`src/rtl/fault_mgr_pkg.sv`:
```
package fault_mgr_pkg;

  typedef enum logic [1:0] {
    MODE_RUN     = 2'd0,
    MODE_HICCUP  = 2'd1,
    MODE_LATCHED = 2'd2
  } modeT;

  // strobes from control to datapath
  typedef struct packed {
    logic run;
    logic hiccup;
    logic bumpRetry;
  } ctrlStbT;

  // status from datapath to control
  typedef struct packed {
    logic ocTrip;
    logic uvTrip;
    logic hiccupDone;
    logic retriesUsed;
  } dpStatT;

endpackage

```
`src/rtl/fault_mgr_dp.sv`:
```
module fault_mgr_dp
  import fault_mgr_pkg::*;
#(
  parameter int OC_TRIP_CNT    = 4,
  parameter int UV_FILTER_CLKS = 2000,
  parameter int HICCUP_CLKS    = 4000000,
  parameter int MAX_RETRIES    = 3
) (
  input  logic    clk,
  input  logic    rstN,
  input  ctrlStbT stb,
  input  logic    cycleStb,
  input  logic    hsReq,
  input  logic    ocCmp,
  input  logic    uvCmp,
  input  logic    ssDone,
  output dpStatT  stat,
  output logic    hsEn,
  output logic    lsEn
);

  localparam int OCW = $clog2(OC_TRIP_CNT + 1);
  localparam int UVW = $clog2(UV_FILTER_CLKS + 1);
  localparam int HCW = $clog2(HICCUP_CLKS + 1);
  localparam int RTW = $clog2(MAX_RETRIES + 1);
  localparam logic [OCW-1:0] OC_LAST  = OCW'(OC_TRIP_CNT - 1);
  localparam logic [UVW-1:0] UV_LAST  = UVW'(UV_FILTER_CLKS - 1);
  localparam logic [HCW-1:0] HIC_LAST = HCW'(HICCUP_CLKS - 1);
  localparam logic [RTW-1:0] RT_MAX   = RTW'(MAX_RETRIES);

  logic           ocSeen;
  logic           hsBlock;
  logic [OCW-1:0] ocRunCnt;
  logic [UVW-1:0] uvCnt;
  logic [HCW-1:0] hicCnt;
  logic [RTW-1:0] retryCnt;
  logic           periodEvt;
  logic           uvActive;

  assign periodEvt = ocSeen | ocCmp;
  assign uvActive  = ssDone & uvCmp;

  // per-period overcurrent tracking and blanking
  always_ff @(posedge clk or negedge rstN) begin
    if (!rstN) begin
      ocSeen   <= 1'b0;
      hsBlock  <= 1'b0;
      ocRunCnt <= '0;
    end else if (!stb.run) begin
      ocSeen   <= 1'b0;
      hsBlock  <= 1'b0;
      ocRunCnt <= '0;
    end else if (cycleStb) begin
      ocSeen   <= 1'b0;
      hsBlock  <= periodEvt;
      ocRunCnt <= periodEvt ? ocRunCnt + 1'b1 : '0;
    end else begin
      ocSeen   <= periodEvt;
    end
  end

  // under-voltage persistence filter
  always_ff @(posedge clk or negedge rstN) begin
    if (!rstN)                   uvCnt <= '0;
    else if (!stb.run || !uvActive) uvCnt <= '0;
    else                         uvCnt <= uvCnt + 1'b1;
  end

  // hiccup off-time
  always_ff @(posedge clk or negedge rstN) begin
    if (!rstN)           hicCnt <= '0;
    else if (stb.hiccup) hicCnt <= hicCnt + 1'b1;
    else                 hicCnt <= '0;
  end

  // overcurrent retries used since power-on
  always_ff @(posedge clk or negedge rstN) begin
    if (!rstN)              retryCnt <= '0;
    else if (stb.bumpRetry) retryCnt <= retryCnt + 1'b1;
  end

  always_comb begin
    stat.ocTrip      = stb.run & cycleStb & periodEvt & (ocRunCnt == OC_LAST);
    stat.uvTrip      = stb.run & uvActive & (uvCnt == UV_LAST);
    stat.hiccupDone  = stb.hiccup & (hicCnt == HIC_LAST);
    stat.retriesUsed = (retryCnt == RT_MAX);
  end

  assign hsEn = stb.run & hsReq & ~hsBlock;
  assign lsEn = stb.run & ~hsReq;

endmodule

```
`src/rtl/fault_mgr_ctrl.sv`:
```
module fault_mgr_ctrl
  import fault_mgr_pkg::*;
(
  input  logic    clk,
  input  logic    rstN,
  input  logic    otFlag,
  input  dpStatT  stat,
  output ctrlStbT stb,
  output logic    restartReq,
  output logic    latchedOff
);

  modeT mode;
  modeT nextMode;
  logic restartNext;
  logic bump;

  always_comb begin
    nextMode    = mode;
    restartNext = 1'b0;
    bump        = 1'b0;
    if (otFlag) begin
      nextMode = MODE_LATCHED;
    end else begin
      unique case (mode)
        MODE_RUN: begin
          if (stat.ocTrip) begin
            if (stat.retriesUsed) begin
              nextMode = MODE_LATCHED;
            end else begin
              nextMode = MODE_HICCUP;
              bump     = 1'b1;
            end
          end else if (stat.uvTrip) begin
            nextMode = MODE_HICCUP;
          end
        end
        MODE_HICCUP: begin
          if (stat.hiccupDone) begin
            nextMode    = MODE_RUN;
            restartNext = 1'b1;
          end
        end
        default: nextMode = MODE_LATCHED;
      endcase
    end
  end

  always_ff @(posedge clk or negedge rstN) begin
    if (!rstN) begin
      mode       <= MODE_RUN;
      restartReq <= 1'b0;
    end else begin
      mode       <= nextMode;
      restartReq <= restartNext;
    end
  end

  always_comb begin
    stb.run       = (mode == MODE_RUN);
    stb.hiccup    = (mode == MODE_HICCUP);
    stb.bumpRetry = bump;
  end

  assign latchedOff = (mode == MODE_LATCHED);

endmodule

```
`src/rtl/buck_fault_mgr.sv`:
```
module buck_fault_mgr
  import fault_mgr_pkg::*;
#(
  parameter int OC_TRIP_CNT    = 4,
  parameter int UV_FILTER_CLKS = 2000,
  parameter int HICCUP_CLKS    = 4000000,
  parameter int MAX_RETRIES    = 3
) (
  input  logic clk,
  input  logic rstN,
  input  logic cycleStb,
  input  logic hsReq,
  input  logic ocCmp,
  input  logic uvCmp,
  input  logic otFlag,
  input  logic ssDone,
  output logic hsEn,
  output logic lsEn,
  output logic restartReq,
  output logic latchedOff
);

  ctrlStbT strobe;
  dpStatT  status;

  fault_mgr_ctrl u_ctrl (
    .clk        (clk),
    .rstN       (rstN),
    .otFlag     (otFlag),
    .stat       (status),
    .stb        (strobe),
    .restartReq (restartReq),
    .latchedOff (latchedOff)
  );

  fault_mgr_dp #(
    .OC_TRIP_CNT    (OC_TRIP_CNT),
    .UV_FILTER_CLKS (UV_FILTER_CLKS),
    .HICCUP_CLKS    (HICCUP_CLKS),
    .MAX_RETRIES    (MAX_RETRIES)
  ) u_dp (
    .clk      (clk),
    .rstN     (rstN),
    .stb      (strobe),
    .cycleStb (cycleStb),
    .hsReq    (hsReq),
    .ocCmp    (ocCmp),
    .uvCmp    (uvCmp),
    .ssDone   (ssDone),
    .stat     (status),
    .hsEn     (hsEn),
    .lsEn     (lsEn)
  );

endmodule

```
`config.mk`:
```
export PLATFORM = sky130hd
export DESIGN_NAME = buck_fault_mgr
export DESIGN_NICKNAME = d
export VERILOG_FILES = /design/src/rtl/fault_mgr_pkg.sv /design/src/rtl/fault_mgr_dp.sv /design/src/rtl/fault_mgr_ctrl.sv /design/src/rtl/buck_fault_mgr.sv
export SDC_FILE = /design/constraint.sdc
export NUM_CORES = 1
export LEC_CHECK = 0
export BUFFER_PORTS_ARGS = -buffer_cell sky130_fd_sc_hd__buf_2
export CORE_MARGIN = 2
export CORE_UTILIZATION = 54
export CTS_CLUSTER_SIZE = 40
export DETAILED_ROUTE_END_ITERATION = 12
export GPL_ROUTABILITY_DRIVEN = 0
export HOLD_SLACK_MARGIN = 0.12
export PLACE_DENSITY = 0.75
export SLEW_MARGIN = 30
export SYNTH_ARGS = -nofsm -noshare
export SYNTH_HDL_FRONTEND = slang
export SYNTH_SLANG_ARGS = --single-unit
```
`constraint.sdc`:
```
create_clock -name clk -period 1.6 [get_ports clk]
set_clock_uncertainty 0.05 [all_clocks]
set_input_delay 0.08 -clock clk [delete_from_list [all_inputs] [get_ports clk]]
set_output_delay 0.08 -clock clk [all_outputs]
set_load 0.02 [all_outputs]
```
==> impl_results.md, run 1 <==
- Status: finished with violations
- Failing checks: setup timing
- Gate Count Post-Synth: 205
- Hold path startpoint: uvCmp
- Synth async-reset ratio: 1.00
- Clock tree buffer depth: 2
- Die area: 4480 um^2
- Final period utilization: 1.00
- Leakage: 1.19 nW
- Non-Filler Instances: 300
- Worst skew pair latency: 0.30 ns
- Drt drc: 0
- Total wire length: 4.85 mm
- Unrepaired setup endpoints after global routing: true
- Peak VDD IR: 0.674 mV
- Detail Route met2 WL: 2.41 mm
- Hold Vio Cnt, Final: 0
- Critical Path AT: 1.78 ns
- Clk Tree Root Cell: clkbuf_8
- Top sig layer: met4
- Max incr delay on CP: 0.55 ns
- Initial core utilization: 0.572
- Crit path time final: 1.60 ns
- Routed len/inst: 16.2 um
- Vert. Die Dim: 66.9 um
- Crit path max-delay cell type: or4_4
- Slack of the critical path: -0.00244 ns
- Syn_area_per_cell: 10.4 um^2
- Finished Cell Area: 2690 um^2
- Max-slew headroom: 0.684
- Largest net degree at the start of global routing: 25
- Core Area: 3740 um^2
- First-pass GRT wire length: 8.16 mm
- Area after DPL: 2420 um^2
- Max Slew Vio Count: 0
- Via count: 1779
- TritonRoute pass-1 iters: 4
- R2R Path Start: u_dp.hicCnt[7]
- Max-Cap Viols: 0
- CP Cell Sequence: and4_4 -> nand4_4 -> or4_4 -> a21oi_2
- Critical-path maximum fanout: 6
- Crit path from: u_dp.hicCnt[7]
- Fmax: 624 MHz
- Sequential area share after synthesis: 0.503
- Number of synthesized flops with an enable pin: 0
- Final layout net count: 264
- Vias in the first global route: 1814
- Crit. End Element: register
- Placed Cells: 283
- CP required: 1.78 ns
- Layout cells sized above 1: 0.286
- CTS HTree Levels: 2
- TritonCTS Sinks: 43
- Reg clk slew, reported paths: 0.09 ns
- Worst-margin pin slew: 0.470 ns
- Port buffer count: 11
- Hold Crit Class: primary input to register
- Most frequent cells in the layout: 42 x dfrtp_1, 29 x buf_4, 23 x nor2_1
- Vias per cell: 5.93
- Antenna Violating Nets Remaining: 0
- DR iter-0 viols: 155
- DP HPWL: 3.24 mm
- Die X: 66.9 um
- Ys Warns: 0
- DRT met1 WL: 2.15 mm
- Row cnt: 22
- Overall routing resource usage: 0.248
- Crit path launch type: register
- GRT Residual Overflow: 0
- I/O pin count: 12
- Worst Path Class, Setup: register to register
- P per Cell Area: 758 nW/um^2
- Most common cell after layout, fill and taps aside: dfrtp_1
- Yosys cell types: 45
- Antenna Cells: 0
- Leading area contributor after synthesis: dfrtp_1
- Pre-CTS WS: -0.00725 ns
- Area share of the largest cell type after synthesis: 0.503
- CTS tree: yes
- Main synth FF type: dfrtp_1
- Initial antenna violation count: 0
- Final Setup Violations: 2
- Met3 routed wirelength: 213 um
- Number of buffers created by CTS: 5
- Syn Nets: 218
- Synthesized cell area: 2140 um^2
- Main area contributors after synthesis: dfrtp_1 50%, xor2_1 4.1%, nor2_1 4.0%
- Synth Register Bits: 43
- Layout Area Growth over Synthesis: 25.7%
repair_timing:
| item | 4_1_cts | 5_1_grt |
|---|---|---|
| buffers inserted | 0 | 4 |
| hold buffers | 4 | 0 |
| endpoints found under the setup margin | 6 | 14 |
| resized for setup | 2 | 16 |
| pin swaps | 1 | 4 |
| gates cloned | 1 | 0 |
| hold endpoints to repair | 48 | 0 |
logic make-up (layout without fill, tap and decap cells):
logic type,count (synthesis),count (layout),share of synthesized area
simple gates,95,96,0.258
flops,43,43,0.503
mux,3,3,0.0152
fa+ha+maj,5,5,0.0292
buf+inv,11,57,0.0263
xor+xnor,18,18,0.0737
compound gates,30,30,0.0942
cell usage after synthesis, drive strengths merged, types with 2 or more instances:
cell and count:
nor4 2, o21a 2, nand2 12, nor3 9
dfrtp 43, o31ai 5, and2 2, mux2 2
ha 5, nand4bb 2, xnor2 8, or3 3
nand4 8, inv 4, buf 3, nor4b 2
o21ai 5, a21oi 9, clkbuf 4, nand3 11
nor2 23, xor2 10, nor2b 3, and4 6
a22o 2, nand2b 2, or4 6
worst max-delay path: cells and delay by family (launching register included):
family,cells,cell delay (ns)
compound gates,1,0.14
flops,1,0.37
simple gates,3,0.98
final timing paths:
path	cells past startpoint	slack, ns	end
min reg2reg	1	0.44	u_dp.uvCnt[0]
max	4	-0.002	u_dp.hicCnt[15]
min in group asynchronous	2	0.20	u_dp.uvCnt[7]
max in group asynchronous	3	0.77	u_dp.hicCnt[14]
max reg2reg	4	-0.002	u_dp.hicCnt[15]
min	4	0.17	u_dp.uvCnt[1]
sequential cells by signal (all words and copies together), names as in the netlist:
register           count
u_dp.ocSeen            1
u_dp.hsBlock           1
u_dp.uvCnt            11
u_dp.hicCnt           22
u_ctrl.restartReq      1
u_dp.ocRunCnt          3
u_dp.retryCnt          2
u_ctrl.mode            2
layer usage:
metal,track usage,vias to the layer above
met5,0,-
met2,0.411,47
li1,-,841
met3,0.0608,7
met4,0.0969,0
met1,0.310,884
power breakdown:
part	total, mW	switching (mW)	internal (mW)
Clock	0.906	0.393	0.514
Sequential	1.09	0.000000495	1.09
Combinational	0.0459	0.0279	0.0180
final cells by class:
| class | instances | area (um^2) |
|---|---|---|
| inverter | 4 | 15.0 |
| clock inverter | 2 | 38.8 |
| timing repair buffer | 45 | 333 |
| multi-input combinational | 152 | 1080 |
| fill | 278 | 1050 |
| sequential | 43 | 1080 |
| tap | 48 | 60.1 |
| clock buffer | 6 | 82.6 |
per-stage QoR:
stage | power (mW) | setup TNS (ns) | util | hold WS, ns
after CTS | 2.05 | 0 | 0.695 | 0.176
final | 2.04 | -0.00419 | 0.719 | 0.172
after detailed placement | 1.15 | -0.00973 | 0.647 | 0.0118
after global placement | 1.14 | 0 | 0.647 | -0.00472
after floorplan | 1.11 | 0 | - | -0.266
after global routing | 2.09 | -0.212 | 0.719 | 0.198
Power figures use the tool's default switching activity.
==> inputs of run 2 (changes only) <==
--- a/config.mk
+++ b/config.mk
@@ -7,12 +7,11 @@
 export LEC_CHECK = 0
 export BUFFER_PORTS_ARGS = -buffer_cell sky130_fd_sc_hd__buf_2
 export CORE_MARGIN = 2
-export CORE_UTILIZATION = 54
+export CORE_UTILIZATION = 39
 export CTS_CLUSTER_SIZE = 40
 export DETAILED_ROUTE_END_ITERATION = 12
 export GPL_ROUTABILITY_DRIVEN = 0
 export HOLD_SLACK_MARGIN = 0.12
-export PLACE_DENSITY = 0.75
 export SLEW_MARGIN = 30
 export SYNTH_ARGS = -nofsm -noshare
 export SYNTH_HDL_FRONTEND = slang
==> run 2 against run 1 <==
Effect of this change:
- the flow now finishes without violations
- setup slack improved by 0.028 ns
- combinational power down 5.9%
- global-route usage shrank 9.3 points
- core utilization is 21 points lower
- sequential power about the same
- clock power decreased by 22%
- first-iteration DRC count is 34% lower
- routed wire length fell by 9.1%
- cell count up 7.3%
- clock-buffer cell count unchanged
- via count is 4.6% lower
- critical path depth is 1 higher
- largest power group unchanged
==> impl_results.md, run 2 (synthesis results as in run 1) <==
- Critical-path maximum fanout: 5
- Peak VDD IR: 0.390 mV
- Port buffer count: 11
- Reg clk slew, reported paths: 0.08 ns
- R2R Path Start: u_dp.hicCnt[13]
- CTS tree: yes
- Largest regs: u_dp.hicCnt: 22 flops, u_dp.uvCnt: 11 flops, u_dp.ocRunCnt: 3 flops
- CP Cell Sequence: buf_6 -> and4_4 -> nand3_2 -> or4_1 -> a21oi_1
- TritonCTS Sinks: 43
- Most common cell after layout, fill and taps aside: dfrtp_1
- Most frequent cells in the layout: 42 x dfrtp_1, 30 x buf_4, 23 x nor2_1
- Max-slew headroom: 0.647
- DR iter-0 viols: 102
- Die X: 78.1 um
- Finished Cell Area: 2660 um^2
- First-pass GRT wire length: 7.47 mm
- Status: finished clean
- CTS HTree Levels: 2
- Crit path launch type: register
- Unrepaired setup endpoints after global routing: true
- Antenna Cells: 0
- Crit path time final: 1.57 ns
- Final Setup Violations: 0
- Crit path max-delay cell type: or4_1
- Worst-margin pin slew: 0.530 ns
- Via count: 1697
- Worst Path Class, Setup: register to register
- Crit. End Element: register
- Leakage: 1.15 nW
- Hold Crit Class: primary input to register
- Placed Cells: 306
- Crit path from: u_dp.hicCnt[13]
- I/O pin count: 12
- Vert. Die Dim: 78.1 um
- Layout Area Growth over Synthesis: 24.4%
- TritonRoute pass-1 iters: 4
- Fmax: 635 MHz
- Max Slew Vio Count: 0
- Non-Filler Instances: 322
- P per Cell Area: 688 nW/um^2
- Overall routing resource usage: 0.155
- Initial core utilization: 0.411
- Vias in the first global route: 1594
- Vias per cell: 5.27
- Die area: 6090 um^2
- Clock tree buffer depth: 2
- # fillers: 491
- Routed len/inst: 13.7 um
- Clk Tree Root Cell: clkbuf_8
- Fin Hold WS: 0.130 ns
- Row cnt: 26
- Critical Path AT: 1.74 ns
- Final period utilization: 0.984
- Area after DPL: 2460 um^2
- Core Area: 5200 um^2
- Initial antenna violation count: 0
- Max incr delay on CP: 0.51 ns
- Hold Vio Cnt, Final: 0
- DP HPWL: 3.05 mm
- Final layout net count: 265
- Max-Cap Viols: 0
- Largest net degree at the start of global routing: 23
- Number of buffers created by CTS: 5
- Total wire length: 4.41 mm
- Antenna Violating Nets Remaining: 0
- Max FFs per register: 22
- CP required: 1.77 ns
- Tot Pwr: 1.83 mW
- Worst skew pair latency: 0.29 ns
- Drt drc: 0
- Hold path startpoint: cycleStb
- Biggest register: u_dp.hicCnt
- GRT Residual Overflow: 0
- Layout cells sized above 1: 0.270
## run 2: cell types whose count changed in the layout (fill, tap and decap cells not counted), moves of 2 or more
cell,change
a21oi_2,-4
or4_4,-3
nand3_1,-2
a21oi_1,+4
nand3_2,+2
or4_1,+3
## run 2: critical path, delay by kind of cell, from the launching register on
family / cells / cell delay [ns]
compound gates: 1 / 0.13
flops: 1 / 0.38
simple gates: 3 / 0.84
buf+inv: 1 / 0.11
## run 2: layout make-up
type                       instances  area [um^2]  share of cell area
inverter                           4         15.0             0.00564
multi-input combinational        152         1050               0.396
clock inverter                     1         5.00             0.00188
clock buffer                       6         82.6              0.0310
timing repair buffer              46          342               0.128
tap                               70         87.6              0.0329
sequential                        43         1080               0.405
## run 2: power breakdown
part / total [mW] / switching (mW) / internal [mW]
Clock: 0.703 / 0.363 / 0.339
Sequential: 1.09 / 0.000000563 / 1.09
Combinational: 0.0432 / 0.0268 / 0.0164
## run 2: worst paths after layout
check	to	slack, ns	cells after the start
min in group asynchronous	u_dp.ocSeen	0.25	2
max reg2reg	u_dp.hicCnt[19]	0.03	5
min	u_dp.ocSeen	0.13	4
min reg2reg	u_dp.ocSeen	0.42	1
max	u_dp.hicCnt[19]	0.03	5
max in group asynchronous	u_dp.hicCnt[14]	0.74	3
## run 2: what timing repair did
item	CTS	global route
pin swaps	1	7
endpoints found under the setup margin	3	10
hold buffers	3	0
resized for setup	1	11
endpoints found under the hold margin	47	0
gates cloned	1	0
setup buffers	2	3
## run 2: metal layers
metal  vias to the layer above  part of all wire  track usage
met5                         -                 0            0
li1                        846                 -            -
met4                         0            0.0086       0.0456
met2                        26              0.47        0.241
met1                       821              0.49        0.217
met3                         4             0.030       0.0345
## run 2: metrics by stage
step                utilization  TNS [ns]  worst slack, ns
CTS                       0.500         0           0.0156
global route              0.512   -0.0664          -0.0402
floorplan                     -         0           0.0118
global placement          0.472         0           0.0233
detailed placement        0.472   -0.0279          -0.0241
finish                    0.512         0           0.0256
==> inputs of run 3 (changes only) <==
--- a/config.mk
+++ b/config.mk
@@ -8,6 +8,7 @@
 export BUFFER_PORTS_ARGS = -buffer_cell sky130_fd_sc_hd__buf_2
 export CORE_MARGIN = 2
 export CORE_UTILIZATION = 39
+export CTS_BUF_LIST = sky130_fd_sc_hd__clkbuf_16
 export CTS_CLUSTER_SIZE = 40
 export DETAILED_ROUTE_END_ITERATION = 12
 export GPL_ROUTABILITY_DRIVEN = 0
==> run 3 against run 2 <==
Effect of this change:
- die area stayed put
- largest power group unchanged
- cell count shrank 0.62%
- sequential share of layout area decreased by 0.45 points
- clock power up 35%
- highest routed layer unchanged
- critical path type unchanged
- setup slack got worse by 0.016 ns
- global-route usage increased by 0.12 points
- largest cell class unchanged
- sequential cell count unchanged
- register-to-register slack worse by 0.02 ns
- maximum frequency down 0.98%
- clock-buffer cell count down 1
- core utilization grew 0.58 points
==> impl_results.md, run 3 (synthesis results as in run 1) <==
- Crit path launch type: register
- Slack of the critical path: 0.00998 ns
- Met2 global-route usage: 0.243
- Crit. End Element: register
- Critical Path AT: 1.74 ns
- Non-Filler Instances: 320
- Initial antenna violation count: 0
- Worst-margin pin slew: 0.527 ns
- Max-slew headroom: 0.648
- Leakage: 1.17 nW
- Layout Area Growth over Synthesis: 25.8%
- Met1 global-route usage: 0.219
- Reg clk slew, reported paths: 0.06 ns
- Worst Path Class, Setup: register to register
- Biggest register: u_dp.hicCnt
- Largest net degree at the start of global routing: 23
- TritonCTS Sinks: 43
- Worst skew pair latency: 0.28 ns
- Area after DPL: 2460 um^2
- Final layout net count: 263
- Overall routing resource usage: 0.156
- CTS HTree Levels: 2
- Number of buffers created by CTS: 5
- Routed len/inst: 13.8 um
- CTS tree: yes
- Hold Crit Class: primary input to register
- Total wire length: 4.42 mm
- Reg2Reg Setup Slack: 0.01 ns
- P_int: 1.66 mW
- Die X: 78.1 um
- Layout cells sized above 1: 0.256
- Row cnt: 26
- Clk Tree Root Cell: clkbuf_16
- P per Cell Area: 772 nW/um^2
- GRT Residual Overflow: 0
- I/O pin count: 12
- Routing usage on met3: 0.0345
- Final period utilization: 0.994
- Core Area: 5200 um^2
- Fmax: 629 MHz
- Placed Cells: 306
- Finished Cell Area: 2690 um^2
- Max-Cap Viols: 0
- First-pass GRT wire length: 7.57 mm
- Max Slew Vio Count: 0
- Most common cell after layout, fill and taps aside: dfrtp_1
- Vias per cell: 5.25
- Max FFs per register: 22
- Gate power share: 0.021
- CP required: 1.75 ns
- Clock network fraction of total power: 0.456
- Unrepaired setup endpoints after global routing: true
- Status: finished clean
- NetSw: 0.414 mW
- Sequential share of power: 0.523
- Port buffer count: 11
- Pre-CTS WS: -0.0241 ns
- Initial core utilization: 0.411
- Largest regs: u_dp.hicCnt: 22 flops, u_dp.uvCnt: 11 flops, u_dp.ocRunCnt: 3 flops
- Drt drc: 0
- Die area: 6090 um^2
- TritonRoute pass-1 iters: 4
- GRT Max-Usage Layer: met2
- Hold Vio Cnt, Final: 0
- DP HPWL: 3.05 mm
- Antenna Violating Nets Remaining: 0
- Antenna Cells: 0
- Peak VDD IR: 0.464 mV
- Critical-path maximum fanout: 5
- Most frequent cells in the layout: 42 x dfrtp_1, 28 x buf_4, 23 x nor2_1
- Vert. Die Dim: 78.1 um
- Final Setup Violations: 0
- Clock tree buffer depth: 2
- Crit path time final: 1.59 ns
- Vias in the first global route: 1626
- Via count: 1679
- Switch share: 0.199
- DR iter-0 viols: 92
==> run 3: final timing paths <==
| path | startpoint | to | cells past startpoint |
|---|---|---|---|
| setup reg to reg | u_dp.hicCnt[15] | u_dp.hicCnt[18] | 4 |
| hold / removal | cycleStb | u_dp.ocSeen | 4 |
| setup / recovery | u_dp.hicCnt[15] | u_dp.hicCnt[18] | 4 |
| hold reg to reg | u_dp.ocSeen | u_dp.ocSeen | 1 |
| max in group asynchronous | rstN | u_dp.hicCnt[14] | 3 |
| min in group asynchronous | rstN | u_dp.ocSeen | 2 |
==> run 3: final cells by class <==
class	count	area (um^2)
fillers	495	2510
multi-input cells	152	1050
clock buffers	5	125
well taps	70	87.6
inverters	4	15.0
repair buffers	44	327
clock inverters	2	8.76
flip-flops and latches	43	1080
==> run 3: power by group through the flow <==
stage	registers [mW]	clock network [mW]	logic, mW
floorplan	1.11	0	0.00129
global placement	1.11	0	0.0398
detailed placement	1.11	0	0.0402
CTS	1.09	0.977	0.0460
global route	1.09	1.00	0.0513
finish	1.09	0.948	0.0431
==> run 3: worst max-delay path: stages, from the launching register on <==
cell and delay (ns):
dfrtp_1 0.44, and4_4 0.29, nand2_1 0.11, or4_1 0.48, a21oi_1 0.15
==> run 3: timing repair <==
action                                  in CTS  in global routing
endpoints found under the setup margin       3                 10
cloned                                       1                  0
setup buffers                                2                  1
resized for setup                            1                 10
hold buffers                                 3                  0
pin swaps                                    1                  8
endpoints found under the hold margin       25                  0
==> run 3: routing by layer <==
layer | vias to the layer above | part of all wire
met1 | 807 | 0.51
li1 | 844 | -
met2 | 24 | 0.45
met4 | 0 | 0.0079
met5 | - | 0
met3 | 4 | 0.029
==> run 3: per-stage QoR <==
stage	hold WS, ns	util	power, mW	setup TNS [ns]
global placement	0.0322	0.472	1.15	0
finish	0.145	0.517	2.08	0
global route	0.170	0.517	2.14	-0.0984
floorplan	-0.266	-	1.11	0
CTS	0.144	0.509	2.11	0
detailed placement	0.0383	0.472	1.15	-0.0279
